$ cat src/rtl/fixmap_pkg.sv
package fixmap_pkg;
   localparam int VA_W      = 64;
   localparam int XPHYS_TOP = 59;   // bits kept by the physical window
   localparam int KSEG_KEEP = 29;   // bits kept by the compatibility segments

   typedef enum logic [2:0] {
      SEG_NONE,
      SEG_USER,
      SEG_KCACHED,
      SEG_KUNCACHED,
      SEG_KUPPER,
      SEG_XPHYS
   } seg_e;
endpackage

$ cat src/rtl/fixmap_seg_decode.sv
module fixmap_seg_decode
   import fixmap_pkg::*;
#(
   parameter int PA_W = 59
) (
   input  logic [63:29] va_hi_i,
   input  logic         kern_i,
   output seg_e         seg_o,
   output logic         fault_o
);
   logic x_hi;

   generate
      if (PA_W < XPHYS_TOP) begin : g_short_pa
         assign x_hi = |va_hi_i[XPHYS_TOP-1:PA_W];
      end else begin : g_full_pa
         assign x_hi = 1'b0;
      end
   endgenerate

   always_comb begin
      seg_o = SEG_NONE;
      if (!va_hi_i[63]) begin
         if (va_hi_i[62:31] == '0) seg_o = SEG_USER;
      end else if (!va_hi_i[62]) begin
         if (!x_hi) seg_o = SEG_XPHYS;
      end else if (&va_hi_i[63:32]) begin
         case (va_hi_i[31:29])
            3'b100:         seg_o = SEG_KCACHED;
            3'b101:         seg_o = SEG_KUNCACHED;
            3'b110, 3'b111: seg_o = SEG_KUPPER;
            default:        seg_o = SEG_NONE;
         endcase
      end
      fault_o = (seg_o == SEG_NONE) | (va_hi_i[63] & ~kern_i);
   end
endmodule

$ cat src/rtl/fixmap_phys_form.sv
module fixmap_phys_form
   import fixmap_pkg::*;
#(
   parameter int PA_W = 59
) (
   input  logic [61:0]     va_i,
   input  seg_e            seg_i,
   input  logic            erl_i,
   output logic [PA_W-1:0] pa_o,
   output logic            cached_o
);
   localparam logic [31:0] USER_BASE = 32'h4000_0000;
   localparam logic [2:0]  CCA_UNC   = 3'b010;

   logic [31:0] user_off;
   assign user_off = {1'b0, va_i[30:0]} + USER_BASE;

   always_comb begin
      pa_o     = '0;
      cached_o = 1'b0;
      unique case (seg_i)
         SEG_USER: begin
            pa_o     = erl_i ? PA_W'(va_i[31:0]) : PA_W'(user_off);
            cached_o = ~erl_i;
         end
         SEG_KCACHED: begin
            pa_o     = PA_W'(va_i[KSEG_KEEP-1:0]);
            cached_o = 1'b1;
         end
         SEG_KUNCACHED: begin
            pa_o     = PA_W'(va_i[KSEG_KEEP-1:0]);
            cached_o = 1'b0;
         end
         SEG_KUPPER: begin
            pa_o     = PA_W'(va_i[31:0]);
            cached_o = 1'b1;
         end
         SEG_XPHYS: begin
            pa_o     = PA_W'(va_i[XPHYS_TOP-1:0]);
            cached_o = (va_i[61:59] != CCA_UNC);
         end
         default: begin
            pa_o     = '0;
            cached_o = 1'b0;
         end
      endcase
   end
endmodule

$ cat src/rtl/fixmap_xlat.sv
module fixmap_xlat
   import fixmap_pkg::*;
#(
   parameter int PA_W    = 59,
   parameter bit REG_OUT = 1'b1
) (
   input  logic            clk,
   input  logic            rst_n,
   input  logic            vld_i,
   input  logic [63:0]     vaddr_i,
   input  logic            narrow_i,
   input  logic            kern_i,
   input  logic            erl_i,
   output logic            vld_o,
   output logic [PA_W-1:0] paddr_o,
   output logic            cached_o,
   output logic            aerr_o
);
   generate
      if (PA_W < 32 || PA_W > XPHYS_TOP) begin : g_bad_pa_w
         $error("fixmap_xlat: PA_W must lie in 32..59");
      end
   endgenerate

   logic [63:0]     va_x;
   seg_e            seg;
   logic            fault;
   logic [PA_W-1:0] pa_raw;
   logic            cac_raw;
   logic            err_c, cac_c;
   logic [PA_W-1:0] pa_c;

   // narrow addresses are sign-extended from bit 31
   assign va_x = narrow_i ? {{32{vaddr_i[31]}}, vaddr_i[31:0]} : vaddr_i;

   fixmap_seg_decode #(.PA_W(PA_W)) u_dec (
      .va_hi_i (va_x[63:29]),
      .kern_i  (kern_i),
      .seg_o   (seg),
      .fault_o (fault)
   );

   fixmap_phys_form #(.PA_W(PA_W)) u_phy (
      .va_i     (va_x[61:0]),
      .seg_i    (seg),
      .erl_i    (erl_i),
      .pa_o     (pa_raw),
      .cached_o (cac_raw)
   );

   assign err_c = vld_i & fault;
   assign pa_c  = (vld_i & ~fault) ? pa_raw : '0;
   assign cac_c = vld_i & ~fault & cac_raw;

   generate
      if (REG_OUT) begin : g_reg
         always_ff @(posedge clk or negedge rst_n) begin
            if (!rst_n) begin
               vld_o    <= 1'b0;
               paddr_o  <= '0;
               cached_o <= 1'b0;
               aerr_o   <= 1'b0;
            end else begin
               vld_o    <= vld_i;
               paddr_o  <= pa_c;
               cached_o <= cac_c;
               aerr_o   <= err_c;
            end
         end

         p_stage_lat_r10: assert property (@(posedge clk) disable iff (!rst_n)
            1'b1 |=> (vld_o == $past(vld_i) && aerr_o == $past(err_c)
                      && paddr_o == $past(pa_c)));
      end else begin : g_comb
         assign vld_o    = vld_i;
         assign paddr_o  = pa_c;
         assign cached_o = cac_c;
         assign aerr_o   = err_c;
      end
   endgenerate

   p_user_priv_r2: assert property (@(posedge clk) disable iff (!rst_n)
      (vld_i && !kern_i && va_x[63]) |-> (err_c && pa_c == '0 && !cac_c));

   p_kseg_alias_r3: assert property (@(posedge clk) disable iff (!rst_n)
      (vld_i && kern_i && va_x[63:30] == {32'hFFFF_FFFF, 2'b10})
      |-> (!err_c && pa_c == PA_W'(va_x[28:0])));

   p_kseg_attr_r4: assert property (@(posedge clk) disable iff (!rst_n)
      (vld_i && kern_i && va_x[63:30] == {32'hFFFF_FFFF, 2'b10})
      |-> (cac_c == !vaddr_i[29]));

   p_narrow_upper_r1: assert property (@(posedge clk) disable iff (!rst_n)
      (vld_i && narrow_i && kern_i && vaddr_i[31:30] == 2'b11)
      |-> (!err_c && pa_c == PA_W'(vaddr_i[31:0])));

   p_outside_r9: assert property (@(posedge clk) disable iff (!rst_n)
      (vld_i && !va_x[63] && va_x[62:31] != '0) |-> (err_c && pa_c == '0));

   p_idle_r10: assert property (@(posedge clk) disable iff (!rst_n)
      !vld_i |-> (!err_c && pa_c == '0 && !cac_c));
endmodule

$ cat config.mk
export PLATFORM = sky130hd
export DESIGN_NAME = fixmap_xlat
export DESIGN_NICKNAME = d
export VERILOG_FILES = /design/src/rtl/fixmap_pkg.sv /design/src/rtl/fixmap_seg_decode.sv /design/src/rtl/fixmap_phys_form.sv /design/src/rtl/fixmap_xlat.sv
export SDC_FILE = /design/constraint.sdc
export NUM_CORES = 1
export LEC_CHECK = 0
export BUFFER_PORTS_ARGS = -buffer_cell sky130_fd_sc_hd__buf_2
export CORE_ASPECT_RATIO = 1.75
export CORE_MARGIN = 1
export CORE_UTILIZATION = 49
export CTS_BUF_LIST = sky130_fd_sc_hd__clkbuf_4
export CTS_CLUSTER_SIZE = 28
export DETAILED_ROUTE_END_ITERATION = 10
export PLACE_DENSITY = 0.87
export REMOVE_ABC_BUFFERS = 1
export SLEW_MARGIN = 5
export SYNTH_ARGS = -nofsm -noshare
export SYNTH_HDL_FRONTEND = slang
export SYNTH_SLANG_ARGS = --single-unit
export TNS_END_PERCENT = 50
$ cat constraint.sdc
create_clock -name clk -period 0.8 [get_ports clk]
set_input_delay 0.16 -clock clk [delete_from_list [all_inputs] [get_ports clk]]
set_output_delay 0.16 -clock clk [all_outputs]
set_load 0.01 [all_outputs]
---- After elaboration in Yosys (flattened, before gate mapping) ----
Cells that the tools add are included.
storage, ports and cells
  bits of input ports ..................... 70
  register bits ........................... 62
  output and inout bits ................... 62
  logic and storage cells ................. 39
operators by class
  bitwise operators ....................... 8
  multiplexer cells ....................... 10
  add/subtract/negate cells ............... 1
  equality and inequality tests ........... 10
  reductions and logical operators ........ 6
operators by type and width
  cell                    number
  $pmux 59 s4             1
  $mux 64                 1
  $mux 59                 1
  $add 31x31->32 const B  1
  $logic_not 32->1        1
  $mux 32                 1
  $reduce_and 32->1       1
  $eq 3x3->1 const B      6
  $mux 3                  3
  $pmux 3 s3              1
  $eq 3x2->1 const B      2
  $reduce_or 2->1         3
  $and 1x1->1             4
  $eq 3x1->1 const B      1
  $logic_not 3->1         1
  $ne 3x2->1 const B      1
  $not 1->1               3
  $pmux 1 s3              1
  $mux 1                  1
  $or 1x1->1              1

---- Longest topological paths before layout ----
  word-level depth ........................ 12
  depth in mapped cells ................... 6
  gate-level depth less buffers ........... 5

---- Modules after synthesis ----
Synthesis repeated with hierarchy kept, for this count alone.
second synthesis, totals
  cell total of the unflattened synthesis .. 290
  area, all modules ....................... 3529.6 um^2
modules (own cells, without submodules)
  module             area each (um^2)  instances  cells each  seq. area each (um^2)
  fixmap_xlat        2665.1            1          174         1551.5
  fixmap_phys_form   659.4             1          84          0.0
  fixmap_seg_decode  205.2             1          32          0.0

---- Worst setup path before layout ----
No wires, ideal clock.
  path kind ............................... input port to flip-flop
  start ................................... input port vaddr_i[34]
  end ..................................... register paddr_o[30]
  required time ........................... 735 ps
  cell stages on the path ................. 6
  arrival time ............................ 1509 ps
  path buffers ............................ 1
  library setup time ...................... 65 ps
  path slack .............................. -774 ps
  path through ............................ nor4_1 nand4_1 or2_4 a221oi_4 buf_6 o221a_4
on the way
  longest elaborated chain between the ends .. 10
  elaborated cells between the ends (all ways) .. 19
  those cells by class .................... eq/ne (5); mux (7); bitwise (3); reduce/logical (4)
RTL lines
  item                                                                 line                     text
  from (decl)                                                          fixmap_xlat.sv:10        input logic [63:0] vaddr_i,
  $mux 64 *                                                            fixmap_xlat.sv:34        assign va_x = narrow_i ? {{32{vaddr_i[31]}}, vaddr_i[31:0]} : vaddr_i;
  $reduce_and 32->1                                                    fixmap_seg_decode.sv:27  end else if (&va_hi_i[63:32]) begin
  $mux 3                                                               fixmap_seg_decode.sv:27
  $mux 3                                                               fixmap_seg_decode.sv:25  end else if (!va_hi_i[62]) begin
  $mux 3 *                                                             fixmap_seg_decode.sv:23  if (!va_hi_i[63]) begin
  parallel branches: the longest is 4 deep, another holds $pmux 59 s4  -
  $mux 59 *                                                            fixmap_xlat.sv:52        assign pa_c = (vld_i & ~fault) ? pa_raw : '0;
  net pa_c[30]                                                         fixmap_xlat.sv:31        logic [PA_W-1:0] pa_c;
  to (signal assigned)                                                 fixmap_xlat.sv:65        paddr_o <= pa_c;
  to (decl)                                                            fixmap_xlat.sv:15        output logic [PA_W-1:0] paddr_o,
Mark *: on every way through the listed nets, which the timed path passes.

---- Worst setup path after layout ----
  start ................................... input port vaddr_i[49]
  end ..................................... register paddr_o[11]
The elaborated chain is that of the path after synthesis.

==> results.ini <==
[run_status]
status=finished with violations
violations=setup timing

[worst_setup_path]
critPathKind=in -> reg
crit_arrival_ns=1.99
critPathMaxFanout=12
setup.worst_path.end_class=flip-flop
worst_setup_path_start_kind=input pin
cp.required_ns=1.14

[final_layout]
final_common_cell=buf_2
area_delta_synth_final_pct=78.2
drive_gt1_share_pct=52.7
nets=507
final_cells=495
final_cell_area_um2=4360
final_cell_mix=buf_2, dfrtp_1, buf_4

[min_path]
hp-class=in -> reg
worstHoldPathCells=3

[routing]
highest-signal-layer=met4
wl_per_cell_um=22.4
wl_met2_mm=5.74
via_count=3003
finalWirelength_mm=11.1
drtPass1Iterations=8
first_iter_violations=206
met3_wirelength_mm=1.07
drc_errors=0
m1WireLength_mm=3.34
postRouteAntennaNets=0
via_per_inst=6.07

[sta]
finalWorstSetupSlack_ns=-0.855
relSlewSlack_pct=75.3
fin_crit_ns=1.65
tightestPinTransition_ns=0.370
finalMaxSlewViolations=0
setup_viol_count_final=106
fin_hold_ws_ns=0.000629
fmaxAchievable_mhz=604
hold_violations=0
fin_setup_tns_ns=-44.85
fin_crit_sh_pct=207
rsz0062_at_grt=yes

[die]
die-width_um=55.4
core_area_um2=4750
row_count=33
die_area_um2=5290
initial_core_util_pct=51.5
pin_count=132
die_y_um=95.4

[placement]
hpwl_mm=5.02
gp_congestion=0.995
preCtsSetupSlack_ns=-1.18
place_area_um2=3490
place_inst=440
io_buffers=131

[clock_tree]
cts.sinks=62
clock-root-buffer=clkbuf_4
cts.path.max_buffers=2
cts_tree=yes
clkTransAtPathRegs_ns=0.11
numCtsBuffers=9
htreeDepth=3

[logic_synthesis]
yosysTopAreaCellShare_pct=63.5
synthTopCellsByArea=dfrtp_1, and2_1, a21oi_1
synth_cells=218
synth_top_cell_by_area=dfrtp_1
ys_seq_area_share_pct=63.5
ys_warn_count=0
yosysUniqueCellTypes=31
synth_seq_cells=62
synth_area_um2=2440
synth_area_per_cell_um2=11.2

[job]
maxCapViolations=0

[grt]
grt_start_max_net_pins=50
grt_overflow=0
track_usage_pct=34.9
antenna_found_initial=1
grt_pass1_vias=2727
grt_pass1_wl_mm=13.5

[pwr]
peakVddDrop_v=0.00179
p_per_area_nw_per_um2=1620
p_leak_nw=2.28

-- flip-flops by register name (all words and copies together) (netlist names) --
signal,flops
paddr_o,59
vld_o,1
aerr_o,1
cached_o,1
-- per-stage QoR --
| step | utilization [%] | total power, W |
|---|---|---|
| floorplan | - | 0.00361 |
| global placement | 73.5 | 0.00420 |
| detailed placement | 73.5 | 0.00423 |
| CTS | 88.6 | 0.00680 |
| global route | 91.8 | 0.00725 |
| finish | 91.8 | 0.00706 |
-- final timing paths --
check | from | end | slack (ns)
worst max-delay path | vaddr_i[49] | paddr_o[11]$_DFF_PN0_ | -0.85
max in group asynchronous | rst_n | paddr_o[11]$_DFF_PN0_ | 0.25
min in group asynchronous | rst_n | paddr_o[47]$_DFF_PN0_ | 0.12
worst min-delay path | vaddr_i[38] | paddr_o[38]$_DFF_PN0_ | 0.0006
-- per-layer routing --
layer,up-vias,track usage [%]
met1,1395,36.0
met3,103,6.51
met4,0,23.3
met2,303,63.7
met5,-,0
li1,1202,-
-- cell families (layout without fill, tap and decap cells) --
| kind of cell | Yosys count | in the layout | synth area share (%) |
|---|---|---|---|
| flops | 62 | 62 | 63.5 |
| simple gates | 99 | 99 | 22.0 |
| compound gates | 44 | 44 | 11.7 |
| other cells | 0 | 1 | 0 |
| buf+inv | 13 | 237 | 2.92 |
-- Yosys cell counts --
master     count
dfrtp_1       62
nand2_1       33
a21oi_1       31
and2_1        29
nand4_1       11
nor4_1         9
clkbuf_1       8
nor2_1         4
buf_6          3
nand2b_1       3
nor2b_1        3
inv_1          2
o21ai_0        2
a21boi_0       1
a21o_1         1
a221oi_1       1
a221oi_4       1
a2bb2oi_1      1
a311oi_1       1
and3_1         1
and3b_1        1
nand3_1        1
nand3_2        1
nor3_1         1
o221a_4        1
o221ai_1       1
o22a_1         1
o22ai_1        1
o32ai_1        1
or2_4          1
or4b_2         1
-- cell type report --
| class | instances | area (um^2) |
|---|---|---|
| clock buffers | 9 | 67.6 |
| multi-input cells | 143 | 1020 |
| diodes | 1 | 2.50 |
| flip-flops and latches | 62 | 1550 |
| clock inverters | 7 | 88.8 |
| well taps | 52 | 65.1 |
| fillers | 169 | 390 |
| inverters | 2 | 7.51 |
| repair buffers | 219 | 1560 |
-- power by group --
part	switching [W]	total [W]	internal (W)	leakage, nW
clock network	0.00120	0.00245	0.00125	0.0810
logic	0.000680	0.00134	0.000657	1.36
registers	0.0000385	0.00327	0.00323	0.844
-- critical path, cell delays in order --
cell and delay (ns):
buf_2 0.13, buf_4 0.13, nand4_1 0.12, nor4_1 0.34
buf_4 0.20, nand3_4 0.09, a221oi_4 0.32, buf_6 0.17
buf_6 0.14, and2_1 0.18
-- timing repair --
item,CTS,global route
hold buffers,31,0
buffers inserted,4,2
cloned,1,0
hold endpoints to repair,92,0
setup endpoints to repair,102,123
pin swaps,12,11
resized for setup,40,30
Power figures use the tool's default switching activity.
